`config.mk`:
```
export PLATFORM = sky130hd
export DESIGN_NAME = pipe5_core
export DESIGN_NICKNAME = d
export VERILOG_FILES = /design/src/rtl/pipe5_pkg.sv /design/src/rtl/pipe5_stage_reg.sv /design/src/rtl/pipe5_decoder.sv /design/src/rtl/pipe5_regfile.sv /design/src/rtl/pipe5_alu.sv /design/src/rtl/pipe5_core.sv
export SDC_FILE = /design/constraint.sdc
export NUM_CORES = 2
export LEC_CHECK = 0
export ABC_AREA = 1
export BUFFER_PORTS_ARGS = -buffer_cell sky130_fd_sc_hd__buf_2
export CAP_MARGIN = 20
export CELL_PAD_IN_SITES_DETAIL_PLACEMENT = 1
export CELL_PAD_IN_SITES_GLOBAL_PLACEMENT = 1
export CORE_MARGIN = 1.5
export CORE_UTILIZATION = 52
export CTS_BUF_LIST = sky130_fd_sc_hd__clkbuf_4 sky130_fd_sc_hd__clkbuf_8
export CTS_CLUSTER_SIZE = 14
export DETAILED_ROUTE_END_ITERATION = 6
export GPL_ROUTABILITY_DRIVEN = 0
export PLACE_DENSITY = 0.88
export SLEW_MARGIN = 30
export SYNTH_ARGS = -nofsm -noshare
export SYNTH_HDL_FRONTEND = slang
export SYNTH_SLANG_ARGS = --single-unit
```
`constraint.sdc`:
```
create_clock -name clk -period 10.8 [get_ports clk]
set_input_delay 1.08 -clock clk [delete_from_list [all_inputs] [get_ports clk]]
set_output_delay 1.08 -clock clk [all_outputs]
set_load 0.02 [all_outputs]
```
`src/rtl/pipe5_pkg.sv`:
```
package pipe5_pkg;
  localparam int XLEN = 32;
  localparam int RIDX = 5;

  typedef enum logic [2:0] {
    ALU_ADD = 3'd0,
    ALU_SUB = 3'd1,
    ALU_AND = 3'd2,
    ALU_OR  = 3'd3,
    ALU_SLT = 3'd4
  } alu_op_e;

  typedef struct packed {
    logic    reg_write;
    logic    mem_to_reg;
    logic    mem_write;
    logic    alu_src;
    logic    reg_dst;
    alu_op_e alu_op;
  } ctrl_t;

  localparam logic [5:0] OPC_REG  = 6'b000000;
  localparam logic [5:0] OPC_LOAD = 6'b100011;
  localparam logic [5:0] OPC_STOR = 6'b101011;
  localparam logic [5:0] OPC_BEQ  = 6'b000100;
  localparam logic [5:0] OPC_ADDI = 6'b001000;
  localparam logic [5:0] OPC_JMP  = 6'b000010;

  localparam logic [5:0] FN_ADD = 6'b100000;
  localparam logic [5:0] FN_SUB = 6'b100010;
  localparam logic [5:0] FN_AND = 6'b100100;
  localparam logic [5:0] FN_OR  = 6'b100101;
  localparam logic [5:0] FN_SLT = 6'b101010;
endpackage

```
`src/rtl/pipe5_stage_reg.sv`:
```
module pipe5_stage_reg #(
  parameter int W = 32
) (
  input  logic         clk,
  input  logic         rst_n,
  input  logic         en,
  input  logic         clr,
  input  logic [W-1:0] d,
  output logic [W-1:0] q
);
  // clear wins over enable so a flush always leaves a bubble
  always_ff @(posedge clk or negedge rst_n) begin
    if (!rst_n)     q <= '0;
    else if (clr)   q <= '0;
    else if (en)    q <= d;
  end
endmodule

```
`src/rtl/pipe5_decoder.sv`:
```
module pipe5_decoder
  import pipe5_pkg::*;
(
  input  logic [5:0] opcode,
  input  logic [5:0] funct,
  output ctrl_t      ctrl,
  output logic       is_branch,
  output logic       is_jump
);
  always_comb begin
    ctrl      = '0;
    ctrl.alu_op = ALU_ADD;
    is_branch = 1'b0;
    is_jump   = 1'b0;
    unique case (opcode)
      OPC_REG: begin
        ctrl.reg_dst = 1'b1;
        unique case (funct)
          FN_ADD:  begin ctrl.reg_write = 1'b1; ctrl.alu_op = ALU_ADD; end
          FN_SUB:  begin ctrl.reg_write = 1'b1; ctrl.alu_op = ALU_SUB; end
          FN_AND:  begin ctrl.reg_write = 1'b1; ctrl.alu_op = ALU_AND; end
          FN_OR:   begin ctrl.reg_write = 1'b1; ctrl.alu_op = ALU_OR;  end
          FN_SLT:  begin ctrl.reg_write = 1'b1; ctrl.alu_op = ALU_SLT; end
          default: ctrl.reg_dst = 1'b0;
        endcase
      end
      OPC_LOAD: begin
        ctrl.reg_write  = 1'b1;
        ctrl.mem_to_reg = 1'b1;
        ctrl.alu_src    = 1'b1;
      end
      OPC_STOR: begin
        ctrl.mem_write = 1'b1;
        ctrl.alu_src   = 1'b1;
      end
      OPC_ADDI: begin
        ctrl.reg_write = 1'b1;
        ctrl.alu_src   = 1'b1;
      end
      OPC_BEQ: is_branch = 1'b1;
      OPC_JMP: is_jump   = 1'b1;
      default: ;
    endcase
  end
endmodule

```
`src/rtl/pipe5_regfile.sv`:
```
module pipe5_regfile #(
  parameter  int XW   = 32,
  parameter  int NREG = 32,
  localparam int AW   = $clog2(NREG)
) (
  input  logic                 clk,
  input  logic                 rst_n,
  input  logic                 we,
  input  logic [AW-1:0]        waddr,
  input  logic [XW-1:0]        wdata,
  input  logic [1:0][AW-1:0]   raddr,
  output logic [1:0][XW-1:0]   rdata
);
  logic [XW-1:0] regs [NREG];

  always_ff @(posedge clk or negedge rst_n) begin
    if (!rst_n) begin
      for (int i = 0; i < NREG; i++) regs[i] <= '0;
    end else if (we && (waddr != '0)) begin
      regs[waddr] <= wdata;
    end
  end

  // read ports with write-through bypass; index 0 is hardwired zero
  for (genvar gp = 0; gp < 2; gp++) begin : g_rd
    always_comb begin
      if (raddr[gp] == '0)                     rdata[gp] = '0;
      else if (we && (waddr == raddr[gp]))     rdata[gp] = wdata;
      else                                     rdata[gp] = regs[raddr[gp]];
    end
  end
endmodule

```
`src/rtl/pipe5_alu.sv`:
```
module pipe5_alu
  import pipe5_pkg::*;
#(
  parameter int XW = 32
) (
  input  alu_op_e       op,
  input  logic [XW-1:0] a,
  input  logic [XW-1:0] b,
  output logic [XW-1:0] y
);
  always_comb begin
    unique case (op)
      ALU_SUB: y = a - b;
      ALU_AND: y = a & b;
      ALU_OR:  y = a | b;
      ALU_SLT: y = {{(XW-1){1'b0}}, ($signed(a) < $signed(b))};
      default: y = a + b;
    endcase
  end
endmodule

```
`src/rtl/pipe5_core.sv`:
```
module pipe5_core
  import pipe5_pkg::*;
#(
  parameter  int NREG = 32,
  localparam int XW   = XLEN,
  localparam int RW   = RIDX
) (
  input  logic          clk,
  input  logic          rst_n,
  output logic [XW-1:0] imem_addr,
  input  logic [XW-1:0] imem_rdata,
  output logic [XW-1:0] dmem_addr,
  output logic [XW-1:0] dmem_wdata,
  output logic          dmem_we,
  input  logic [XW-1:0] dmem_rdata,
  output logic [RW-1:0] hz_rs_d,
  output logic [RW-1:0] hz_rt_d,
  output logic [RW-1:0] hz_rs_e,
  output logic [RW-1:0] hz_rt_e,
  output logic [RW-1:0] hz_wreg_e,
  output logic [RW-1:0] hz_wreg_m,
  output logic [RW-1:0] hz_wreg_w,
  output logic          hz_regw_e,
  output logic          hz_regw_m,
  output logic          hz_regw_w,
  output logic          hz_load_e,
  output logic          hz_load_m,
  output logic          hz_branch_d,
  output logic          redirect_d,
  input  logic          stall_f,
  input  logic          stall_d,
  input  logic          flush_d,
  input  logic          flush_e,
  input  logic          fwd_a_d,
  input  logic          fwd_b_d,
  input  logic [1:0]    fwd_a_e,
  input  logic [1:0]    fwd_b_e
);
  typedef struct packed {
    logic [XW-1:0] instr;
    logic [XW-1:0] pc4;
  } ifid_t;

  typedef struct packed {
    ctrl_t         c;
    logic [XW-1:0] rd1;
    logic [XW-1:0] rd2;
    logic [XW-1:0] simm;
    logic [RW-1:0] rs;
    logic [RW-1:0] rt;
    logic [RW-1:0] rd;
  } idex_t;

  typedef struct packed {
    logic          regw;
    logic          m2r;
    logic          memw;
    logic [XW-1:0] alu;
    logic [XW-1:0] wd;
    logic [RW-1:0] wreg;
  } exmem_t;

  typedef struct packed {
    logic          regw;
    logic          m2r;
    logic [XW-1:0] rdata;
    logic [XW-1:0] alu;
    logic [RW-1:0] wreg;
  } memwb_t;

  // ---------------- fetch ----------------
  logic [XW-1:0] pc_q, pc_next, pc4_f;
  assign pc4_f     = pc_q + XW'(4);
  assign imem_addr = pc_q;

  always_ff @(posedge clk or negedge rst_n) begin
    if (!rst_n)        pc_q <= '0;
    else if (!stall_f) pc_q <= pc_next;
  end

  ifid_t ifid_d, ifid_q;
  assign ifid_d.instr = imem_rdata;
  assign ifid_d.pc4   = pc4_f;

  pipe5_stage_reg #(.W($bits(ifid_t))) u_ifid (
    .clk(clk), .rst_n(rst_n), .en(!stall_d), .clr(flush_d),
    .d(ifid_d), .q(ifid_q)
  );

  // ---------------- decode ----------------
  logic [XW-1:0] instr_d, pc4_d, simm_d, rd1_d, rd2_d;
  logic [XW-1:0] cmp_a, cmp_b, br_tgt, jmp_tgt, result_w;
  logic [RW-1:0] rs_d, rt_d, rd_d;
  ctrl_t         ctrl_d;
  logic          branch_d, jump_d, taken_d;
  logic [1:0][RW-1:0] rf_raddr;
  logic [1:0][XW-1:0] rf_rdata;
  exmem_t        exmem_q;
  memwb_t        memwb_q;

  assign instr_d = ifid_q.instr;
  assign pc4_d   = ifid_q.pc4;
  assign rs_d    = instr_d[25:21];
  assign rt_d    = instr_d[20:16];
  assign rd_d    = instr_d[15:11];
  assign simm_d  = {{(XW-16){instr_d[15]}}, instr_d[15:0]};

  pipe5_decoder u_dec (
    .opcode(instr_d[31:26]), .funct(instr_d[5:0]),
    .ctrl(ctrl_d), .is_branch(branch_d), .is_jump(jump_d)
  );

  assign rf_raddr[0] = rs_d;
  assign rf_raddr[1] = rt_d;

  pipe5_regfile #(.XW(XW), .NREG(NREG)) u_rf (
    .clk(clk), .rst_n(rst_n),
    .we(memwb_q.regw), .waddr(memwb_q.wreg), .wdata(result_w),
    .raddr(rf_raddr), .rdata(rf_rdata)
  );
  assign rd1_d = rf_rdata[0];
  assign rd2_d = rf_rdata[1];

  assign cmp_a   = fwd_a_d ? exmem_q.alu : rd1_d;
  assign cmp_b   = fwd_b_d ? exmem_q.alu : rd2_d;
  assign taken_d = branch_d && (cmp_a == cmp_b);
  assign br_tgt  = pc4_d + {simm_d[XW-3:0], 2'b00};
  assign jmp_tgt = {pc4_d[XW-1:XW-4], instr_d[25:0], 2'b00};

  always_comb begin
    if (jump_d)       pc_next = jmp_tgt;
    else if (taken_d) pc_next = br_tgt;
    else              pc_next = pc4_f;
  end

  assign redirect_d  = taken_d | jump_d;
  assign hz_branch_d = branch_d;
  assign hz_rs_d     = rs_d;
  assign hz_rt_d     = rt_d;

  idex_t idex_d, idex_q;
  assign idex_d.c    = ctrl_d;
  assign idex_d.rd1  = rd1_d;
  assign idex_d.rd2  = rd2_d;
  assign idex_d.simm = simm_d;
  assign idex_d.rs   = rs_d;
  assign idex_d.rt   = rt_d;
  assign idex_d.rd   = rd_d;

  pipe5_stage_reg #(.W($bits(idex_t))) u_idex (
    .clk(clk), .rst_n(rst_n), .en(1'b1), .clr(flush_e),
    .d(idex_d), .q(idex_q)
  );

  // ---------------- execute ----------------
  logic [XW-1:0] src_a, fwd_b_val, src_b, alu_y;
  logic [RW-1:0] wreg_e;

  always_comb begin
    unique case (fwd_a_e)
      2'b01:   src_a = result_w;
      2'b10:   src_a = exmem_q.alu;
      default: src_a = idex_q.rd1;
    endcase
    unique case (fwd_b_e)
      2'b01:   fwd_b_val = result_w;
      2'b10:   fwd_b_val = exmem_q.alu;
      default: fwd_b_val = idex_q.rd2;
    endcase
  end

  assign src_b  = idex_q.c.alu_src ? idex_q.simm : fwd_b_val;
  assign wreg_e = idex_q.c.reg_dst ? idex_q.rd : idex_q.rt;

  pipe5_alu #(.XW(XW)) u_alu (.op(idex_q.c.alu_op), .a(src_a), .b(src_b), .y(alu_y));

  assign hz_rs_e   = idex_q.rs;
  assign hz_rt_e   = idex_q.rt;
  assign hz_wreg_e = wreg_e;
  assign hz_regw_e = idex_q.c.reg_write;
  assign hz_load_e = idex_q.c.mem_to_reg;

  exmem_t exmem_d;
  assign exmem_d.regw = idex_q.c.reg_write;
  assign exmem_d.m2r  = idex_q.c.mem_to_reg;
  assign exmem_d.memw = idex_q.c.mem_write;
  assign exmem_d.alu  = alu_y;
  assign exmem_d.wd   = fwd_b_val;
  assign exmem_d.wreg = wreg_e;

  pipe5_stage_reg #(.W($bits(exmem_t))) u_exmem (
    .clk(clk), .rst_n(rst_n), .en(1'b1), .clr(1'b0),
    .d(exmem_d), .q(exmem_q)
  );

  // ---------------- memory ----------------
  assign dmem_addr  = exmem_q.alu;
  assign dmem_wdata = exmem_q.wd;
  assign dmem_we    = exmem_q.memw;
  assign hz_wreg_m  = exmem_q.wreg;
  assign hz_regw_m  = exmem_q.regw;
  assign hz_load_m  = exmem_q.m2r;

  memwb_t memwb_d;
  assign memwb_d.regw  = exmem_q.regw;
  assign memwb_d.m2r   = exmem_q.m2r;
  assign memwb_d.rdata = dmem_rdata;
  assign memwb_d.alu   = exmem_q.alu;
  assign memwb_d.wreg  = exmem_q.wreg;

  pipe5_stage_reg #(.W($bits(memwb_t))) u_memwb (
    .clk(clk), .rst_n(rst_n), .en(1'b1), .clr(1'b0),
    .d(memwb_d), .q(memwb_q)
  );

  // ---------------- writeback ----------------
  assign result_w  = memwb_q.m2r ? memwb_q.rdata : memwb_q.alu;
  assign hz_wreg_w = memwb_q.wreg;
  assign hz_regw_w = memwb_q.regw;
endmodule

```
==> impl_results.rst <==
.. list-table::
   :header-rows: 1

   * - Metric
     - Value
   * - Count of warnings emitted by yosys
     - 0
   * - Vias in the first global route
     - 89,400
   * - Core Area
     - 0.155 mm^2
   * - Clk network pwr share
     - 0.319
   * - Share of synthesized area spent on multiplexers
     - 0.000692
   * - Fmax
     - 127 MHz
   * - GR Layer Usage met3
     - 0.139
   * - M2 GR Usage
     - 0.683
   * - Number of antenna violations at the first check in global routing
     - 31
   * - Post-route DRC
     - 0
   * - Placement Cell Area
     - 0.0823 mm^2
   * - Share of post-route cells with drive strength above 1
     - 0.0909
   * - CP delay by family, top
     - buffers and inverters
   * - Type of element capturing the critical path
     - output pin
   * - Worst-path cell chain
     - inv_8 > buf_4 > buf_12 > nand3_1 > nand3_1 > nand3_1 > nand3_1 > nand3_1 > nand2_1 > nand3_1 > nand2_1 > nand2_1 > nand2_1 > inv_1 > nand2_1 > nor2_1 > nand2_1 > nor2_1 > nand2_2 > buf_4 > nand2_1 > buf_2
   * - Post-route cell area
     - about 0.09 mm^2
   * - Setup violations, final
     - 0
   * - Hold bufs inserted after CTS
     - 0
   * - IO Port Bufs
     - 214
   * - Tot GR Track Use
     - 0.457
   * - Final min period
     - 7870 ps
   * - Worst supply voltage drop on vdd
     - 0.161 mV
   * - Simple-gate area share of the yosys netlist
     - 0.288
   * - Switching Fraction
     - 0.418
   * - Number of placed I/O pins
     - 215
   * - Number of library cell types mapped by synthesis
     - 59
   * - RSZ-0062 raised after global routing
     - no
   * - Adder-cell area share of the yosys netlist
     - 0.0207
   * - Overflow after GRT
     - 0
   * - GR Layer Usage met1
     - 0.565
   * - Slew headroom
     - 0.247
   * - Worst-Skew Late Latency
     - 1090 ps
   * - Place WS
     - 4340 ps
   * - Die area
     - 0.159 mm^2
   * - Share of synthesized area occupied by flip-flops and latches
     - 0.419
   * - Routed length per instance
     - 27.5 um
   * - Startpoint of the lowest-slack register-to-register path
     - u_memwb.q[69]
   * - Global route hottest layer
     - met2
   * - Combinational group share of total power
     - 0.318
   * - Post-layout worst setup margin
     - 2930 ps
   * - Clock slew at the register clock pins of the worst setup and hold paths
     - 70 ps
   * - Std-Cell Rows
     - around 140
   * - Psw
     - between 6 and 7 mW
   * - Post-CTS Setup Repair Bufs
     - 0
   * - Detailed placer's ending HPWL
     - 221 mm
   * - Share of the synthesized netlist area taken by xor and xnor gates
     - 0.00786
   * - Buffers from clock root to sink, at most
     - 3
   * - Drt initial violations
     - 10,500
   * - Post-Route Skew
     - 75.4 ps
   * - Result of the run
     - finished, final reports clean
   * - Post-CTS Resized
     - 0
   * - Pre-antenna DRT Iters
     - 6
   * - Crit path max-delay cell type
     - buf_4
   * - Leak
     - around 42 nW
   * - Critical path start-end classification
     - flop to output pin
   * - Die height
     - 399 um
   * - Crit path launch type
     - flop
   * - Number of buffers added by the clock tree synthesis step
     - 236
   * - Total negative slack for setup checks
     - 0 ps
   * - Reg-to-reg slack, setup
     - 4040 ps
   * - Signal arrival time at the worst endpoint
     - approximately 6800 ps
   * - Power density of the placed cells
     - 189 mW/mm^2
   * - Flop pwr share
     - 0.363
   * - Internal power
     - 9.64 mW
   * - Number of cells on the worst reg-to-reg path
     - 22
   * - Largest stage delay, worst path
     - 850 ps
   * - Number of buffers and inverters on the critical path
     - 6
   * - Signed area change from the synthesized netlist to the final layout
     - 7.73%
   * - Largest fanout on the critical path
     - about 150
   * - Synthesized area per cell
     - 7.10 um^2
   * - Setup crit start
     - u_ifid.q[54]
   * - Routed Wire Length
     - 368 mm
   * - Non-filler cells, final
     - about 13,000
   * - Path class of the lowest-slack min-delay path
     - primary input to asynchronous set/reset pin
   * - Cell count after synthesis
     - roughly 11,000
   * - Synth Register Bits
     - 1,361
   * - Final period utilization
     - 0.729
   * - Count of max-cap constraint violations
     - 0
   * - Crit path depth
     - 22
   * - Starting utilization of the core area
     - 0.526
   * - Placed cell count
     - 13,000
   * - Max-slew violation count
     - 0
   * - TritonCTS clock tree
     - yes
   * - Clock sink count
     - between 1,000 and 1,500
   * - Largest family of logic cells by synthesized area
     - simple AND/OR/NAND/NOR gates
   * - Area of the mapped netlist
     - 0.0814 mm^2
   * - Largest net degree at the start of global routing
     - 198
   * - Root buf cell
     - clkbuf_8
   * - Number of vias per cell
     - 6.48
   * - CP dominant cell by count
     - nand2_1
   * - Final hold viol count
     - 0
   * - First-pass GRT wire length
     - between 500 and 600 mm
   * - Remaining number of nets flagged by the antenna check after routing
     - 0
   * - Via Count
     - approximately 87,000
   * - Critical Path RT
     - 9720 ps
   * - H-Tree Depth
     - 4
   * - Slew @ Worst Pin
     - 1130 ps
   * - Net Count, Synth
     - around 12,000
   * - Total number of nets in the final design
     - approximately 11,000
   * - Width of the die
     - 399 um
   * - Worst hold-check slack
     - 50.1 ps
   * - Synth Area in Compound Gates
     - 0.155
registers in the layout (all words and copies together), names as in the netlist:
register and cells:
u_exmem.q 72, u_memwb.q 71, u_idex.q 98, u_rf.regs 1024, u_ifid.q 64, imem_addr 32
through the flow:
stage	power [mW]	utilization
after floorplan	8.90	-
after global routing	17.1	0.566
after CTS	16.3	0.565
final	16.6	0.566
after global placement	10.8	0.531
after detailed placement	11.0	0.532
power by group through the flow:
stage                     combinational (mW)  clock, mW  sequential, mW
after floorplan                         2.95          0            5.95
after global placement                  4.77          0            6.04
after detailed placement                4.96          0            6.06
after CTS                               5.03       5.29            5.98
after global routing                    5.54       5.50            6.03
final                                   5.27       5.30            6.02
cells by family after synthesis:
| kind of cell | Yosys count |
|---|---|
| compound gates | 2211 |
| xor+xnor | 73 |
| fa+ha+maj | 133 |
| buf+inv | 2087 |
| flops | 1361 |
| mux | 5 |
| simple gates | 5586 |
cell type report:
class	count	area, um^2
timing repair buffer	372	2550
clock buffer	378	4730
tap	2044	2560
antenna	13	32.5
fill	19900	67100
clock inverter	50	477
multi-input combinational	8008	38800
sequential	1361	34100
inverter	1169	4430
path summary, 6_finish.rpt:
check                                 end
setup / recovery               redirect_d
hold / removal             u_rf.regs[359]
setup reg to reg            u_exmem.q[68]
hold reg to reg             u_exmem.q[69]
max in group asynchronous   u_exmem.q[20]
min in group clk            u_memwb.q[40]
Yosys cell counts (all sizes together):
cell type    number  area, um^2
clkinv           18        67.6
o211ai          374        2830
a31oi            12        75.1
or4               1        7.51
o2111ai          22         193
a311o             1        10.0
o21ai          1226        6160
o41ai             1        8.76
a21o              4        30.0
inv            1151        4320
nor4             12        81.3
dfrtp          1361       34100
o2bb2ai           1        8.76
dlygate4sd1       3        26.3
a21boi            5        37.5
a22oi            64         480
xor2             45         394
fa                3        60.1
nand4            21         138
a31o              1        8.76
nand3b            1        7.51
a211oi            5        37.5
nor3             22         110
a21oi           433        2250
nand2b            1        6.26
o221ai            2        17.5
xnor2            28         245
buf             488        2870
o311ai            2        17.5
clkbuf          427        1600
ha              130        1630
o21bai           10        75.1
o31ai             2        15.0
or2              65         407
o22ai             7        43.8
nand3          1576        8020
mux2              5        56.3
nand2          3375       12700
nor2            512        1930
o21a             39         293
placed cells by master (no fill, tap or decap), types with 11 or more instances in the layout:
master        n
nand2_2      30
nand3_2      27
or2_1        14
nor3_1       18
ha_1        127
clkinv_2     35
buf_12       15
clkbuf_4     76
nand4_1      20
a21oi_2      21
dfrtp_4      11
o2111ai_1    22
dfrtp_1    1350
nand3_1    1549
nor2_4       14
clkbuf_8    302
inv_2        13
buf_4       132
a22oi_1      64
o211ai_1    370
a21oi_1     412
xnor2_1      28
nand2_1    3329
buf_2       212
o21a_1       39
nand2_4      14
o21ai_0    1174
inv_1      1132
clkinv_1     15
o21ai_1      40
nor2_1      494
xor2_1       45
a31oi_1      12
or2_2        50
diode_2      13
per-layer routing:
metal | wire length [um] | up-vias
met4 | 29600 | 26
met3 | 45200 | 1715
met2 | 158000 | 5743
met1 | 135000 | 42800
li1 | - | 36500
met5 | 163 | -
(Power assumes the default switching activity.)
